===== src/rtl/gpio_kbd_pkg.sv =====
package gpio_kbd_pkg;

    // Register selected by a bus offset
    typedef enum logic [1:0] {
        SEL_NONE = 2'd0,
        SEL_DATA = 2'd1,
        SEL_DIR  = 2'd2
    } reg_sel_e;

endpackage


===== src/rtl/gpio_kbd_sync.sv =====
module gpio_kbd_sync #(
    parameter int WIDTH  = 8,
    parameter int STAGES = 2
) (
    input  logic             clk,
    input  logic             rst_n,
    input  logic [WIDTH-1:0] async_in,
    output logic [WIDTH-1:0] sync_out
);
    localparam int LAST = STAGES - 1;

    typedef struct packed {
        logic [STAGES-1:0][WIDTH-1:0] stage;
    } sync_t;

    sync_t s_d, s_q;

    always_comb begin
        s_d = s_q;
        s_d.stage[0] = async_in;
        for (int i = 1; i < STAGES; i++) begin
            s_d.stage[i] = s_q.stage[i-1];
        end
    end

    always_ff @(posedge clk or negedge rst_n) begin
        if (!rst_n) s_q <= '0;
        else        s_q <= s_d;
    end

    assign sync_out = s_q.stage[LAST];

    generate
        if (STAGES > 1) begin : g_chain_chk

            stage_shift_chk: assert property (@(posedge clk) disable iff (!rst_n)
                s_q.stage[LAST] == $past(s_q.stage[LAST-1]));
        end
    endgenerate

endmodule


===== src/rtl/gpio_kbd_regs.sv =====
module gpio_kbd_regs
    import gpio_kbd_pkg::*;
#(
    parameter int WIDTH    = 8,
    parameter int ADDR_W   = 8,
    parameter int DATA_OFS = 0,
    parameter int DIR_OFS  = 4
) (
    input  logic              clk,
    input  logic              rst_n,
    input  logic [ADDR_W-1:0] addr,
    input  logic              wr,
    input  logic              rd,
    input  logic [WIDTH-1:0]  wdata,
    input  logic [WIDTH-1:0]  pin_sync,
    output logic [WIDTH-1:0]  rdata,
    output logic [WIDTH-1:0]  latch_q,
    output logic [WIDTH-1:0]  dir_q
);
    localparam logic [ADDR_W-1:0] DATA_A = DATA_OFS[ADDR_W-1:0];
    localparam logic [ADDR_W-1:0] DIR_A  = DIR_OFS[ADDR_W-1:0];

    typedef struct packed {
        logic [WIDTH-1:0] latch;
        logic [WIDTH-1:0] dir;
        logic [WIDTH-1:0] rdata;
    } regs_t;

    regs_t    r_d, r_q;
    reg_sel_e sel;

    always_comb begin
        if (addr == DATA_A)     sel = SEL_DATA;
        else if (addr == DIR_A) sel = SEL_DIR;
        else                    sel = SEL_NONE;
    end

    always_comb begin
        r_d       = r_q;
        r_d.rdata = '0;
        if (rd) begin
            unique case (sel)
                SEL_DATA: begin
                    for (int b = 0; b < WIDTH; b++) begin
                        r_d.rdata[b] = r_q.dir[b] ? r_q.latch[b] : pin_sync[b];
                    end
                end
                SEL_DIR:  r_d.rdata = r_q.dir;
                default:  r_d.rdata = '0;
            endcase
        end
        if (wr) begin
            unique case (sel)
                SEL_DATA: r_d.latch = wdata;
                SEL_DIR:  r_d.dir   = wdata;
                default:  ;
            endcase
        end
    end

    always_ff @(posedge clk or negedge rst_n) begin
        if (!rst_n) r_q <= '0;
        else        r_q <= r_d;
    end

    assign rdata   = r_q.rdata;
    assign latch_q = r_q.latch;
    assign dir_q   = r_q.dir;


    reset_clear_chk: assert property (@(posedge clk) disable iff (!rst_n)
        $rose(rst_n) |-> (latch_q == '0 && dir_q == '0));

    latch_wr_chk: assert property (@(posedge clk) disable iff (!rst_n)
        (wr && addr == DATA_A) |=> latch_q == $past(wdata));

    dir_wr_chk: assert property (@(posedge clk) disable iff (!rst_n)
        (wr && addr == DIR_A) |=> dir_q == $past(wdata));

    unmapped_wr_chk: assert property (@(posedge clk) disable iff (!rst_n)
        (wr && addr != DATA_A && addr != DIR_A) |=> ($stable(latch_q) && $stable(dir_q)));

    idle_rdata_chk: assert property (@(posedge clk) disable iff (!rst_n)
        !rd |=> rdata == '0);

    latch_read_chk: assert property (@(posedge clk) disable iff (!rst_n)
        (rd && addr == DATA_A) |=> ((rdata ^ $past(latch_q)) & $past(dir_q)) == '0);

    pin_read_chk: assert property (@(posedge clk) disable iff (!rst_n)
        (rd && addr == DATA_A) |=> ((rdata ^ $past(pin_sync)) & ~$past(dir_q)) == '0);

endmodule


===== src/rtl/gpio_kbd_padctl.sv =====
module gpio_kbd_padctl #(
    parameter int WIDTH = 8
) (
    input  logic [WIDTH-1:0] latch,
    input  logic [WIDTH-1:0] dir,
    input  logic [WIDTH-1:0] kbd_en,
    output logic [WIDTH-1:0] oe,
    output logic [WIDTH-1:0] out,
    output logic [WIDTH-1:0] pu
);
    generate
        for (genvar b = 0; b < WIDTH; b++) begin : g_pin
            always_comb begin
                if (kbd_en[b]) begin
                    oe[b] = 1'b0;
                    pu[b] = 1'b1;
                end else begin
                    oe[b] = dir[b];
                    pu[b] = 1'b0;
                end
                out[b] = latch[b];
            end
        end
    endgenerate

endmodule


===== src/rtl/gpio_kbd_port.sv =====
module gpio_kbd_port #(
    parameter int WIDTH       = 8,
    parameter int ADDR_W      = 8,
    parameter int DATA_OFS    = 0,
    parameter int DIR_OFS     = 4,
    parameter int SYNC_STAGES = 2
) (
    input  logic              clk,
    input  logic              rst_n,
    input  logic [ADDR_W-1:0] bus_addr,
    input  logic              bus_wr,
    input  logic              bus_rd,
    input  logic [WIDTH-1:0]  bus_wdata,
    output logic [WIDTH-1:0]  bus_rdata,
    input  logic [WIDTH-1:0]  kbd_en,
    input  logic [WIDTH-1:0]  pad_in,
    output logic [WIDTH-1:0]  pad_oe,
    output logic [WIDTH-1:0]  pad_out,
    output logic [WIDTH-1:0]  pad_pu
);
    logic [WIDTH-1:0] pin_sync;
    logic [WIDTH-1:0] latch_q;
    logic [WIDTH-1:0] dir_q;

    gpio_kbd_sync #(.WIDTH(WIDTH), .STAGES(SYNC_STAGES)) u_sync (
        .clk      (clk),
        .rst_n    (rst_n),
        .async_in (pad_in),
        .sync_out (pin_sync)
    );

    gpio_kbd_regs #(
        .WIDTH(WIDTH), .ADDR_W(ADDR_W), .DATA_OFS(DATA_OFS), .DIR_OFS(DIR_OFS)
    ) u_regs (
        .clk      (clk),
        .rst_n    (rst_n),
        .addr     (bus_addr),
        .wr       (bus_wr),
        .rd       (bus_rd),
        .wdata    (bus_wdata),
        .pin_sync (pin_sync),
        .rdata    (bus_rdata),
        .latch_q  (latch_q),
        .dir_q    (dir_q)
    );

    gpio_kbd_padctl #(.WIDTH(WIDTH)) u_pad (
        .latch  (latch_q),
        .dir    (dir_q),
        .kbd_en (kbd_en),
        .oe     (pad_oe),
        .out    (pad_out),
        .pu     (pad_pu)
    );


    kbd_force_chk: assert property (@(posedge clk) disable iff (!rst_n)
        ((pad_oe & kbd_en) == '0) && ((pad_pu & kbd_en) == kbd_en));

    plain_pin_chk: assert property (@(posedge clk) disable iff (!rst_n)
        ((pad_pu & ~kbd_en) == '0) && (((pad_oe ^ dir_q) & ~kbd_en) == '0));

endmodule


===== config.mk =====
export PLATFORM = sky130hd
export DESIGN_NAME = gpio_kbd_port
export DESIGN_NICKNAME = d
export VERILOG_FILES = /design/src/rtl/gpio_kbd_pkg.sv /design/src/rtl/gpio_kbd_sync.sv /design/src/rtl/gpio_kbd_regs.sv /design/src/rtl/gpio_kbd_padctl.sv /design/src/rtl/gpio_kbd_port.sv
export SDC_FILE = /design/constraint.sdc
export NUM_CORES = 1
export LEC_CHECK = 0
export CAP_MARGIN = 20
export CORE_UTILIZATION = 40
export DETAILED_ROUTE_END_ITERATION = 10
export DONT_BUFFER_PORTS = 1
export GPL_ROUTABILITY_DRIVEN = 0
export HOLD_SLACK_MARGIN = 0.02
export PLACE_DENSITY = 0.58
export SLEW_MARGIN = 5
export SYNTH_ARGS = -nofsm -noshare
export SYNTH_HDL_FRONTEND = slang
export SYNTH_HIERARCHICAL = 1
export SYNTH_SLANG_ARGS = --single-unit
export TNS_END_PERCENT = 30

===== constraint.sdc =====
create_clock -name clk -period 1.9 [get_ports clk]
set_input_delay 0.285 -clock clk [delete_from_list [all_inputs] [get_ports clk]]
set_output_delay 0.285 -clock clk [all_outputs]
set_load 0.05 [all_outputs]

==> summary.txt <==
CTS
  – CTS Buf Count: 5
  – Clk Latency, worst-skew pair: between 0.2 and 0.3 ns
  – # resized after CTS: 0
  – Max Root-Sink Buffers: 2
  – Post-CTS Setup Inserts: 0
  – CTS H-tree lvls: 2
  – CTS Sinks: 40
  – CTS tree: built
  – Root Driver: clkbuf_8
  – CTS Hold Bufs: 10
  – CTS clk-pin slew, worst paths: roughly 0.070 ns

Critical path
  – WP data required: 2.07 ns
  – End point of the critical path: u_regs/latch_q[7]
  – Max FO, Critical Path: 8
  – CP Class: input pin to flip-flop
  – Worst Setup SP: bus_addr[3]
  – Crit path arrival time: between 1.5 and 2 ns
  – Critical Path End Type: flip-flop
  – Cells on worst reg2reg path: 2
  – RR Endpoint: u_regs/rdata[0]
  – Crit path launch type: input pin
  – Reg2reg start: u_regs/latch_q[0]
  – R2r setup slk: roughly 0.84 ns

Route
  – DRT iter0 DRCs: 36
  – Post-DRT Antenna Nets: 0
  – Final wirelength: about 2.7 mm
  – Vias/cell: 5.024
  – Remaining DRCs: 0
  – DRT Pass-1 Iters: 3
  – Wirelength per Cell: 16.24 um
  – Vias after detailed routing: ~840

Global route
  – Vias in the first global route: 902
  – Largest net degree at the start of global routing: about 40
  – Grt ovf: 0
  – GRT Total Usage: 0.1434
  – First-pass GRT wire length: ~4.3 mm
  – Antenna violations before repair: 0

Cells and area
  – Share of cells above drive strength 1: 0.2773
  – Reg area: 1001 sq um
  – Filler instances: approximately 340
  – Final #Nets: 154
  – Design Area, Final: ~1700 sq um
  – Area occupied by multi-input gates: ~480 sq um
  – Synthesis-to-finish area growth: 7.390%
  – Antenna cell count: 0

Synthesis
  – Post-Syn Nets: between 150 and 200
  – Mapped Area: 1625 sq um
  – Yosys reg bits: 40
  – Cells after synthesis: 120
  – Synth warn: 6
  – Register area share after synthesis: 0.6159
  – Count of cell types in the netlist: 16
  – Average cell area after synthesis: 13.54 sq um

Pwr
  – IR Drop Worst-Case VDD: between 400 and 500 uV
  – Leakage: about 0.8 nW
  – Pwr Density: just over 900 nW/um^2

Flow run
  – Max_cap viols: 0

Die
  – Initial core utilization: 0.4310
  – I/O pins: 68
  – Die Footprint: between 4000 and 5000 sq um
  – Rows: 22
  – Die W: 65.75 um
  – Die Ht: approximately 66 um
  – Core Area: around 3800 sq um

Timing
  – Final setup viols: 0
  – Tcrit/Tclk final: 0.7232
  – Slew headroom: 0.6553
  – Peak Freq: 727.7 MHz
  – Final Hold Fails: 0
  – Tightest Pin Transition: between 0.5 and 0.6 ns
  – Skew final: roughly 0.0026 ns
  – Minimum clock period: between 1 and 1.5 ns
  – Slew Viols, Final: 0
  – Setup tns final: 0 ns
  – RSZ-0062 raised after global routing: false
  – Final WS setup: 0.5258 ns

Placed design
  – HPWL Detailed: roughly 1.8 mm
  – IO Port Bufs: 0
  – Placed cell area: between 1500 and 2000 sq um
  – DP Worst Slack: between 0.2 and 0.25 ns

Worst hold path
  – Tightest Hold Check Type: input pin to flip-flop

Run status
  – Status: complete, no violations
placed cells by master, fill, tap and decap left out, drive strengths merged:
cell type    count
dfrtp           40
mux2            16
dlygate4sd3      9
nor2b            8
nor2             8
nand2            8
o21ai            8
a21oi            8
clkbuf           8
buf              1
nor4             1
nor3             1
nand3            1
nand4            1
and4b            1
critical path: stages:
cell,delay [ns]
nor3_1,0.34
and4b_1,0.52
mux2_2,0.39
flip-flops by register name, indices dropped and copies added, names as in the netlist:
name,count
u_regs/dir_q,8
u_regs/latch_q,8
u_regs/rdata,8
u_sync/sync_out,8
u_sync/s_d,8
power by group:
| part | total, mW | switching, mW | internal (mW) |
|---|---|---|---|
| combinational | 0.0936 | 0.0479 | 0.0457 |
| sequential | 0.933 | 0.0489 | 0.884 |
| clock | 0.556 | 0.261 | 0.296 |
how the worst min path moves through the flow:
stage,startpoint,to,slack (ns),depth (start not counted)
4_1_cts,bus_wdata[1],u_regs/dir_q[1],0.13,1
5_1_grt,bus_wdata[1],u_regs/dir_q[1],0.12,1
3_3_place_gp,rst_n,u_regs/rdata[5],-0.01,0
3_5_place_dp,rst_n,u_regs/rdata[5],-0.01,0
6_report,bus_wdata[4],u_regs/dir_q[4],0.15,1
2_1_floorplan,rst_n,u_regs/dir_q[0],-0.01,0
synthesized netlist by cell type:
master / instances / area share
a21oi_1: 8 / 0.025
and4b_1: 1 / 0.0062
buf_2: 1 / 0.0031
buf_4: 16 / 0.074
buf_6: 1 / 0.0069
clkbuf_1: 1 / 0.0023
dfrtp_1: 40 / 0.62
mux2_2: 16 / 0.11
nand2_1: 8 / 0.018
nand3_1: 1 / 0.0031
nand4_2: 1 / 0.0077
nor2_1: 8 / 0.018
nor2b_4: 8 / 0.068
nor3_1: 1 / 0.0031
nor4_4: 1 / 0.013
o21ai_0: 8 / 0.025
area by class of cell:
type | instances | area share
clock buffer | 8 | 0.05161
multi-input combinational | 61 | 0.2774
sequential | 40 | 0.5735
tap | 48 | 0.03441
timing repair buffer | 10 | 0.06308
per-layer routing:
layer  up-vias  wire, um  track usage
met5         -         0            0
met4         0        38      0.06250
met3         6       275      0.08507
met2        45      1249       0.2207
met1       402      1149       0.1582
li1        386         -            -
metrics by stage:
| stage | cells | power [mW] | hold slack [ns] | util |
|---|---|---|---|---|
| after floorplan | 120 | 1.062 | -0.01059 | - |
| after global placement | 149 | 1.006 | -0.009659 | 0.4098 |
| after detailed placement | 149 | 1.009 | -0.009776 | 0.4098 |
| after CTS | 167 | 1.624 | 0.1329 | 0.4628 |
| after global routing | 167 | 1.664 | 0.1240 | 0.4628 |
| final | 167 | 1.583 | 0.1492 | 0.4628 |
kinds of logic (layout without fill, tap and decap cells):
logic type / Yosys count / after routing / synth area share
buffers and inverters: 19 / 18 / 0.08622
flip-flops: 40 / 40 / 0.6159
AO/OA/AOI/OAI: 16 / 16 / 0.04927
multiplexers: 16 / 16 / 0.1109
AND/OR/NAND/NOR: 29 / 29 / 0.1378
(Power assumes the default switching activity.)
